## src/rtl/dmw_pkg.sv

```systemverilog
package dmw_pkg;
  localparam int TONE_LEN = 8;
  localparam int IDX_W    = $clog2(TONE_LEN);

  // one period of the 1 kHz tone in mu-law bytes
  function automatic logic [7:0] tone_byte(input logic [IDX_W-1:0] idx);
    logic [7:0] b;
    case (idx)
      3'd0: b = 8'h1E;
      3'd1: b = 8'h0B;
      3'd2: b = 8'h0B;
      3'd3: b = 8'h1E;
      3'd4: b = 8'h9E;
      3'd5: b = 8'h8B;
      3'd6: b = 8'h8B;
      default: b = 8'h9E;
    endcase
    return b;
  endfunction
endpackage

```

## src/rtl/dmw_enable_regs.sv

```systemverilog
module dmw_enable_regs #(
  parameter int NUM_CH = 24,
  parameter int REG_W  = 8,
  parameter int CH_W   = 5,
  localparam int NUM_REGS = (NUM_CH + REG_W - 1) / REG_W,
  localparam int SEL_W    = $clog2(NUM_REGS + 1)
) (
  input  logic              clk,
  input  logic              rst_n,
  input  logic              reg_wr,
  input  logic [SEL_W-1:0]  reg_sel,
  input  logic [REG_W-1:0]  reg_wdata,
  input  logic              commit,
  input  logic              in_vld,
  input  logic [CH_W-1:0]   in_chan,
  output logic [NUM_CH-1:0] active_map,
  output logic              ch_hit
);
  logic [NUM_REGS*REG_W-1:0] staged;

  // one staging byte per host register
  for (genvar g = 0; g < NUM_REGS; g++) begin : g_bank
    always_ff @(posedge clk) begin
      if (!rst_n)
        staged[g*REG_W +: REG_W] <= '0;
      else if (reg_wr && reg_sel == SEL_W'(g))
        staged[g*REG_W +: REG_W] <= reg_wdata;
    end
  end

  // live copy switches only at a frame boundary (uses pre-write staging)
  always_ff @(posedge clk) begin
    if (!rst_n)
      active_map <= '0;
    else if (commit)
      active_map <= staged[NUM_CH-1:0];
  end

  always_comb begin
    ch_hit = 1'b0;
    for (int c = 0; c < NUM_CH; c++)
      if (in_vld && in_chan == CH_W'(c + 1))
        ch_hit = active_map[c];
  end
endmodule

```

## src/rtl/dmw_phase_ctr.sv

```systemverilog
module dmw_phase_ctr #(
  parameter int IDX_W = 3
) (
  input  logic             clk,
  input  logic             rst_n,
  input  logic             advance,
  output logic [IDX_W-1:0] idx
);
  // natural wrap of the counter width gives 7 -> 0
  always_ff @(posedge clk) begin
    if (!rst_n)
      idx <= '0;
    else if (advance)
      idx <= idx + 1'b1;
  end
endmodule

```

## src/rtl/dmw_inserter.sv

```systemverilog
module dmw_inserter #(
  parameter int NUM_CH = 24,
  parameter int CH_W   = 5,
  parameter int DATA_W = 8,
  parameter int REG_W  = 8,
  localparam int NUM_REGS = (NUM_CH + REG_W - 1) / REG_W,
  localparam int SEL_W    = $clog2(NUM_REGS + 1)
) (
  input  logic              clk,
  input  logic              rst_n,
  input  logic              in_vld,
  input  logic [CH_W-1:0]   in_chan,
  input  logic [DATA_W-1:0] in_data,
  input  logic              reg_wr,
  input  logic [SEL_W-1:0]  reg_sel,
  input  logic [REG_W-1:0]  reg_wdata,
  output logic              out_vld,
  output logic [CH_W-1:0]   out_chan,
  output logic [DATA_W-1:0] out_data
);
  import dmw_pkg::*;

  // named internal events for the checker
  logic                 frame_end;
  logic                 ch_hit;
  logic [NUM_CH-1:0]    active_map;
  logic [IDX_W-1:0]     idx;
  logic [DATA_W-1:0]    next_data;

  assign frame_end = in_vld && (in_chan == CH_W'(NUM_CH));

  dmw_enable_regs #(.NUM_CH(NUM_CH), .REG_W(REG_W), .CH_W(CH_W)) u_regs (
    .clk        (clk),
    .rst_n      (rst_n),
    .reg_wr     (reg_wr),
    .reg_sel    (reg_sel),
    .reg_wdata  (reg_wdata),
    .commit     (frame_end),
    .in_vld     (in_vld),
    .in_chan    (in_chan),
    .active_map (active_map),
    .ch_hit     (ch_hit)
  );

  dmw_phase_ctr #(.IDX_W(IDX_W)) u_phase (
    .clk     (clk),
    .rst_n   (rst_n),
    .advance (frame_end),
    .idx     (idx)
  );

  assign next_data = ch_hit ? DATA_W'(tone_byte(idx)) : in_data;

  always_ff @(posedge clk) begin
    if (!rst_n) begin
      out_vld  <= 1'b0;
      out_chan <= '0;
      out_data <= '0;
    end else begin
      out_vld <= in_vld;
      if (in_vld) begin
        out_chan <= in_chan;
        out_data <= next_data;
      end
    end
  end
endmodule

```

## config.mk

```make
export PLATFORM = sky130hd
export DESIGN_NAME = dmw_inserter
export DESIGN_NICKNAME = d
export VERILOG_FILES = /design/src/rtl/dmw_pkg.sv /design/src/rtl/dmw_enable_regs.sv /design/src/rtl/dmw_phase_ctr.sv /design/src/rtl/dmw_inserter.sv
export SDC_FILE = /design/constraint.sdc
export NUM_CORES = 1
export LEC_CHECK = 0
export ABC_AREA = 1
export BUFFER_PORTS_ARGS = -buffer_cell sky130_fd_sc_hd__buf_2
export CAP_MARGIN = 15
export CELL_PAD_IN_SITES_DETAIL_PLACEMENT = 1
export CELL_PAD_IN_SITES_GLOBAL_PLACEMENT = 2
export CORE_MARGIN = 2
export CORE_UTILIZATION = 28
export DETAILED_ROUTE_END_ITERATION = 10
export HOLD_SLACK_MARGIN = 0.06
export PLACE_DENSITY = 0.85
export SLEW_MARGIN = 20
export SYNTH_ARGS = -nofsm -noshare
export SYNTH_HDL_FRONTEND = slang
export SYNTH_SLANG_ARGS = --single-unit
```

## constraint.sdc

```tcl
create_clock -name clk -period 1.6 [get_ports clk]
set_input_delay 0.24 -clock clk [delete_from_list [all_inputs] [get_ports clk]]
set_output_delay 0.24 -clock clk [all_outputs]
set_load 0.005 [all_outputs]
```

-- After elaboration in Yosys (flattened, before gate mapping)
Index checks and enable logic that the tools add are counted.
- $add $sub $neg: 1
- equal/unequal tests: 31
- multiplexer cells: 26
- reduce and logical (&&, ||, !) cells: 32
- operators with widths (kind ; number):
    $eq A5 B5 Y1 const B ; 9
    $eq A5 B4 Y1 const B ; 8
    $logic_and A1 B1 Y1 ; 27
    $mux W1 ; 24
    $pmux W8 S3 ; 1
    $eq A5 B3 Y1 const B ; 4
    $eq A5 B2 Y1 const B ; 2
    $mux W8 ; 1
    $eq A3 B2 Y1 const B ; 2
    $eq A3 B3 Y1 const B ; 2
    $reduce_or A2 Y1 ; 3
    $eq A5 B1 Y1 const B ; 1
    $add A3 B1 Y3 const B ; 1
    $eq A3 B1 Y1 const B ; 1
    $logic_not A3 Y1 ; 1
    $eq A2 B1 Y1 const B ; 1
    $eq A2 B2 Y1 const B ; 1
    $logic_not A2 Y1 ; 1
- flip-flop bits (word level): 65
- input port bits: 27
- output and inout port bits: 14
- word-level logic and storage cells: 98

-- Logic depth before layout (Yosys ltp)
Gate-level depths: netlist of the first run.
- depth after elaboration: 27
- gate-level depth with buffers: 20
- depth with buffers taken out: 20

-- Cells and area by module
A second synthesis of the first run with hierarchy kept.
- cells, all modules: 359
- area, all modules: 2676.3 um2
- modules (own cells, without submodules) (module ; instances ; cells each ; area each (um2) ; seq. area each (um2)):
    dmw_enable_regs ; 1 ; 262 ; 1949.4 ; 960.9
    dmw_inserter ; 1 ; 81 ; 605.6 ; 280.3
    dmw_phase_ctr ; 1 ; 16 ; 121.4 ; 60.1

-- Least setup slack after synthesis of the first run
No wires, ideal clock.
- kind: in2reg
- from: input port in_chan[2]
- to: register out_data[2]
- setup time: 0.113 ns
- arrival: 1.617 ns
- data required time: 1.487 ns
- slack: -0.130 ns
- stages: 19
- buffers on the path: 0
- cells stage by stage: inv_1 -> nor2_4 -> nand2_1 -> o21ai_1 -> nor2_1 -> nand2_1 -> nand4_1 -> nor2_1 -> nand4_1 -> nand2_1 -> nand4_1 -> nand2_1 -> nand4_2 -> nand2_2 -> nand3_4 -> nand2_1 -> nand2_1 -> o21ai_1 -> inv_1
- word-level cells in the longest chain between the ends: 27
- elaborated cells on any way between the ends: 73
- those cells by class: 24 x eq/ne; 25 x mux; 24 x reduce/logical
- ends and longest elaborated chain (element ; line ; text):
    from (decl) ; dmw_inserter.sv:12 ; input logic [CH_W-1:0] in_chan,
    $eq A5 B1 Y1 ; dmw_enable_regs.sv:42 ; if (in_vld && in_chan == CH_W'(c + 1))
    $logic_and A1 B1 Y1 ; dmw_enable_regs.sv:42 ;
    $mux W1 (23 in a row) ; dmw_enable_regs.sv:42 ;
    $mux W1 (*) ; dmw_enable_regs.sv:42 ;
    $mux W8 (*) ; dmw_inserter.sv:52 ; assign next_data = ch_hit ? DATA_W'(tone_byte(idx)) : in_data;
    to (signal assigned) ; dmw_inserter.sv:63 ; out_data <= next_data;
    to (decl) ; dmw_inserter.sv:19 ; output logic [DATA_W-1:0] out_data
Mark *: on every way between the ends. The rest lies on a longest branch, timed or not.
A chain may end at the register's enable or synchronous reset.

-- Final worst setup path of the first run
- from: register u_regs.active_map[0]
- to: register out_data[4]
- word-level cells in the longest chain between the ends: 25
- ends and longest elaborated chain (element ; line ; text):
    from (decl) ; dmw_enable_regs.sv:16 ; output logic [NUM_CH-1:0] active_map,
    from (signal assigned) ; dmw_enable_regs.sv:36 ; active_map <= staged[NUM_CH-1:0];
    $mux W1 (24 in a row) ; dmw_enable_regs.sv:42 ;
    $mux W8 ; dmw_inserter.sv:52 ;
No other way between the ends.

==> impl_metrics.tcl, run 1 <==
set metrics [dict create \
    status "finished with violations" \
    violations "setup timing" \
    gr-usage-met1_pct 21.26 \
    synth_edf_count 0 \
    rows 37 \
    drt-initial-drc-count 100 \
    postSynthAreaPerCell_um2 6.980 \
    antenna_found_initial 0 \
    grtUsageMet3_pct 3.495 \
    ctsHoldBuffers 0 \
    syn2layout_area_growth_pct 31.24 \
    die-height_um 106.3 \
    layout.nets 534 \
    ys_ff_latch 65 \
    worstSetupStartpointType "register" \
    crit_required_ns 1.84 \
    worstMarginPinSlew_ns 0.2964 \
    grt_pass1_vias 2990 \
    cts_buffers 9 \
    drc 0 \
    firstDrtPassIters 5 \
    io_buffers 40 \
    path_common_cell "nand2_2" \
    clk_latency_ns 0.34 \
    leakage_nw 1.833 \
    multi_input_area_mm2 0.001418 \
    h-tree-depth 3 \
    synth.most_common_cell "nor2_1" \
    ys_seq_area_share_pct 44.39 \
    report.final.setup_viol 8 \
    drive_gt1_share_pct 26.04 \
    slowest_stage "dfxtp_2" \
    synthTopCellsByArea "dfxtp_1, nor2_1, o21ai_0, nand2_1, inv_1" \
    num-fill-cells 1330 \
    fin_skew_ns 0.007953 \
    fin_crit_sh_pct 116.6 \
    register_area_mm2 0.001304 \
    synth_top_area_share_pct 44.39 \
    path_clk_slew_ns 0.08 \
    routed-via-count 2915 \
    grt_first_pass_wirelength_um 14140 \
    netlist_top_cells_count "nor2_1, dfxtp_1, o21ai_0" \
    antenna_left 0 \
    crit_fanout 4 \
    hpwl_um 6299 \
    syn_nets 452 \
    grt_max_degree 25 \
    dp_slack_ns -0.5395 \
    busiest_layer "met2" \
    finalWeightedCongestion 0.8023 \
    postLayoutCoreUtil_pct 37.61 \
    layout_min_cycle_time_ns 1.866 \
    crit_chain "nand3_2 -> nand2_1 -> nor2_1 -> nand3_1 -> nand2_2 -> nand4_1 -> nor2_1 -> nand4_1 -> nand2_1 -> nand4_1 -> nand2_1 -> nand4_2 -> nand2_2 -> nand3_4 -> nand2_2 -> nand2_2 -> o21ai_1 -> inv_1" \
    p_per_area_mw_per_mm2 907.4 \
    end_kind "register" \
    cap_violations 0 \
    cts_tree "built" \
    clk_path_buf_depth 2 \
    rsz0062_at_grt "true" \
    syn_inst 420 \
    crit_arrival_ns 2.11 \
    synthFlopType "dfxtp_1" \
    hp-class "in -> reg" \
    async_flop_share_pct 0 \
    slew_violations 0 \
    grt_overflow_total 0 \
    ioPinCount 41 \
    path_class "reg -> reg" \
    ys_types 25 \
    slew-limit-headroom_pct 80.06 \
    grt_use_met2_pct 24.73 \
    synth.largest_area_cell "dfxtp_1" \
    die_w_um 106.3 \
    vias_per_cell 4.533 \
    layout_setup_ws_ns -0.2664 \
    ys_warn_count 0 \
    grt_usage_pct 15.70 \
    die_area_mm2 0.01130 \
    clockRootBuffer "clkbuf_8" \
    fmax_ghz 0.5358 \
    start_util_pct 28.65 \
    wl_per_cell_um 12.86 \
    core_mm2 0.01023 \
    cts_sinks 65 \
    irDropWorstVdd_v 0.0005743 \
    syn_area_mm2 0.002932 \
    finalWirelength_um 8268 \
    crit_path_max_incr_delay_ns 0.33 \
    diodes 0 \
    finalHoldViolCount 0 \
]
==> cell type report <==
class | count | area share (%)
multi-input cells | 289 | 36.85
flip-flops and latches | 65 | 33.89
repair buffers | 85 | 14.31
inverters | 52 | 5.463
well taps | 136 | 4.423
clock buffers | 10 | 3.317
clock inverters | 6 | 1.756
==> state kept, by name (all words and copies together) (netlist names) <==
| name | flops |
|---|---|
| out_data | 8 |
| u_regs.active_map | 24 |
| out_vld | 1 |
| u_regs.staged | 24 |
| u_phase.idx | 3 |
| out_chan | 5 |
==> kinds of logic (layout without fill, tap and decap cells) <==
logic type / count (synthesis) / count (layout) / synth area share (%)
adders and majority gates: 5 / 5 / 2.134
AOI/OAI and AO/OA: 87 / 87 / 15.11
DFF: 65 / 65 / 44.39
and+or+nand+nor: 197 / 197 / 29.11
buffers and inverters: 66 / 153 / 9.262
==> layout by cell type (no fill, tap or decap), types with 2 or more instances in the layout <==
master	count
nor2_1	100
dfxtp_1	63
o21ai_0	57
inv_1	46
nand2_1	46
buf_4	44
buf_2	40
a21oi_1	20
nand4_1	14
nand3_1	13
clkbuf_8	9
nand2_2	7
nor2_2	6
ha_1	5
inv_2	4
nand3_2	3
o21ai_1	3
nor2_4	2
nor3_1	2
a31oi_1	2
a21oi_2	2
o211ai_1	2
clkinvlp_4	2
dfxtp_2	2
==> worst paths after layout <==
check	start	to	slack, ns	cells after the start
worst min register to register	u_regs.active_map[11]	u_regs.active_map[11]	0.47	2
worst min-delay path	reg_wdata[7]	u_regs.staged[7]	0.16	3
worst max register to register	u_regs.active_map[0]	out_data[4]	-0.27	18
worst max-delay path	u_regs.active_map[0]	out_data[4]	-0.27	18
==> power breakdown <==
| part | total [mW] | switching, mW | leakage, nW | internal [mW] |
|---|---|---|---|---|
| combinational | 0.374 | 0.213 | 1.21 | 0.162 |
| clock | 1.40 | 0.674 | 0.0929 | 0.725 |
| sequential | 1.72 | 0.0364 | 0.532 | 1.68 |
| total | 3.49 | 0.923 | 1.83 | 2.57 |
==> per-layer routing <==
| metal | share of wire (%) | up-vias | routed length (um) |
|---|---|---|---|
| met2 | 45 | 53 | 3684 |
| met5 | 0 | - | 0 |
| met1 | 51 | 1344 | 4191 |
| met4 | 0.70 | 0 | 58 |
| li1 | - | 1514 | - |
| met3 | 4.0 | 4 | 333 |
==> worst max-delay path, delay by kind of cell (launching register included) <==
| kind | cells | cell delay [ns] |
|---|---|---|
| flip-flops | 1 | 0.33 |
| buffers and inverters | 1 | 0.05 |
| AND/OR/NAND/NOR | 16 | 1.27 |
| AO/OA/AOI/OAI | 1 | 0.12 |
==> through the flow <==
stage | setup TNS, ns | hold WS [ns] | power [mW] | area [um^2] | cells
after floorplan | -0.4740 | 0.3749 | 1.928 | 2952 | 420
after global placement | -11.15 | 0.4503 | 2.101 | 3561 | 624
after detailed placement | -12.22 | 0.4624 | 2.112 | 3561 | 624
after CTS | -1.798 | 0.1468 | 3.545 | 3800 | 643
after global routing | -3.454 | 0.1622 | 3.670 | 3847 | 643
final | -1.772 | 0.1605 | 3.491 | 3847 | 643
==> what timing repair did <==
| action | 4_1_cts | 5_1_grt |
|---|---|---|
| setup endpoints to repair | 12 | 34 |
| buffers inserted | 3 | 0 |
| pin swaps | 2 | 2 |
| resized for setup | 8 | 15 |
Power figures use the tool's default switching activity.
==> run 2, diff against run 1 <==
- BUFFER_PORTS_ARGS: -buffer_cell sky130_fd_sc_hd__buf_2 -> -buffer_cell sky130_fd_sc_hd__buf_4
==> run 2 against run 1 <==
  * Die area did not move
  * Largest cell class unchanged
  * The run still ends with setup timing left
  * Cell count unchanged
  * Critical path type unchanged
  * First-iteration DRC count increased by 2.0%
  * Non-clock buffer count unchanged
==> impl_metrics.tcl, run 2 (synthesis gave the netlist of run 1 again) <==
set metrics [dict create \
    p_per_area_mw_per_mm2 910.4 \
    antenna_left 0 \
    mostFrequentLayoutCells "nor2_1, buf_4, dfxtp_1" \
    hpwl_um 6357 \
    worst-path-buf-inv 1 \
    end_kind "register" \
    hold_path_depth 3 \
    leakage_nw 1.868 \
    r2r-start "u_regs.active_map[1]" \
    finalWirelength_um 8376 \
    hp-class "in -> reg" \
    firstDrtPassIters 4 \
    hp-start "reg_wdata[6]" \
    clk_path_buf_depth 2 \
    report.final.setup_viol 8 \
    place_area_mm2 0.003674 \
    io_buffers 40 \
    grt_pass1_vias 3049 \
    core_mm2 0.01023 \
    die-height_um 106.3 \
    drive_gt1_share_pct 25.05 \
    largest_registers "u_regs.active_map (24), u_regs.staged (24), out_data (8)" \
    cts_sinks 65 \
    clockRootBuffer "clkbuf_8" \
    ioPinCount 41 \
    path_clk_slew_ns 0.08 \
    dp_cells 624 \
    die_area_mm2 0.01130 \
    cts_buffers 9 \
    rows 37 \
    syn2layout_area_growth_pct 34.74 \
    irDropWorstVdd_v 0.0004704 \
    crit_family "simple AND/OR/NAND/NOR gates" \
    path_class "reg -> reg" \
    antenna_found_initial 0 \
    cts_tree "built" \
    violations "setup timing" \
    crit_path_max_incr_delay_ns 0.34 \
    final_cells 643 \
    fin_skew_ns 0.006558 \
    dp_slack_ns -0.4950 \
    grt_usage_pct 16.03 \
    finalHoldViolCount 0 \
    drc 0 \
    crit_required_ns 1.84 \
    slowest_stage "dfxtp_2" \
    grt_max_degree 46 \
    wl_per_cell_um 13.03 \
    clk_latency_ns 0.34 \
    worstMarginPinSlew_ns 0.3991 \
    layout.nets 534 \
    grt_overflow_total 0 \
    diodes 0 \
    crit_fanout 4 \
    finalWeightedCongestion 0.8433 \
    routed-via-count 2901 \
    status "finished with violations" \
    min_to "u_regs.staged[22]" \
    vias_per_cell 4.512 \
    timing.rr.end "out_data[2]" \
    path_common_cell "nand2_1" \
    ctsHoldBuffers 0 \
    h-tree-depth 3 \
    design_area_mm2 0.003950 \
    fmax_ghz 0.5360 \
    worstSetupStartpointType "register" \
    layout_min_cycle_time_ns 1.866 \
    crit_arrival_ns 2.11 \
    fin_crit_sh_pct 116.6 \
    reg2reg_depth 18 \
    crit_chain "nand3_2 -> nand2_2 -> nor2_1 -> nand3_1 -> nand2_2 -> nand4_1 -> nor2_1 -> nand4_1 -> nand2_1 -> nand4_1 -> nand2_1 -> nand4_2 -> nand2_2 -> nand3_4 -> nand2_1 -> nand2_1 -> o21ai_1 -> inv_1" \
    grt_first_pass_wirelength_um 14460 \
    cap_violations 0 \
    drt-initial-drc-count 102 \
    final_common_cell "nor2_1" \
    r2r_setup_slack_ns -0.27 \
    start_util_pct 28.65 \
    slew_violations 0 \
    die_w_um 106.3 \
    layout_setup_ws_ns -0.2658 \
    slew-limit-headroom_pct 73.40 \
    rsz0062_at_grt "true" \
]
==> run 2: cell count changes in the layout (fill, tap and decap cells not counted), sizes merged <==
cell    before  now
clkbuf      10   11
clkinv       2    1
==> run 2: timing repair <==
action / 4_1_cts / 5_1_grt
hold endpoints to repair: 0 / 0
setup endpoints to repair: 8 / 30
resized for setup: 5 / 9
setup buffers: 3 / 0
pin swaps: 2 / 4
==> run 2: how the worst max path moves through the flow <==
stage	startpoint	endpoint	slack [ns]	depth (start not counted)
global placement	in_chan[0]	out_data[4]	-0.41	21
detailed placement	in_chan[0]	out_data[2]	-0.49	21
finish	u_regs.active_map[1]	out_data[2]	-0.27	18
floorplan	in_vld	out_data[4]	-0.12	19
CTS	u_regs.active_map[1]	out_data[2]	-0.27	18
global route	u_regs.active_map[1]	out_data[0]	-0.44	18
==> run 2: through the flow <==
stage          util (%)  total power [mW]  setup TNS (ns)  hold WS (ns)
6_report          38.61             3.596          -1.810        0.1468
5_1_grt           38.61             3.778          -3.215        0.1562
4_1_cts           38.34             3.646          -1.863        0.1368
3_5_place_dp      35.91             2.148          -8.982        0.4560
3_3_place_gp      35.91             2.136          -8.434        0.4532
2_1_floorplan         -             1.928         -0.4740        0.3749
==> run 2: worst min-delay path: stages <==
cell	delay [ns]
buf_4	0.10
nor2_1	0.04
nor2_1	0.08
==> run 2: area by class of cell <==
cell class | count | area [um^2]
Fill cell | 1303 | 6281
Tap cell | 136 | 170.2
Timing Repair Buffer | 85 | 658.1
Clock inverter | 5 | 62.56
Inverter | 52 | 207.7
Clock buffer | 11 | 151.4
Sequential cell | 65 | 1304
Multi-Input combinational cell | 289 | 1396
==> run 2: report_power, final <==
group          switching [mW]  internal [mW]  total, mW  leakage (nW)
clock network           0.666          0.812       1.48         0.102
logic                   0.211          0.189      0.400          1.23
registers              0.0370           1.68       1.72         0.532
==> run 2: routing by layer <==
metal	routed length, um	global-route usage (%)	vias up
met4	100	4.793	0
met3	307	3.617	12
met2	3750	26.14	43
li1	-	-	1515
met5	0	0	-
met1	4218	21.11	1331
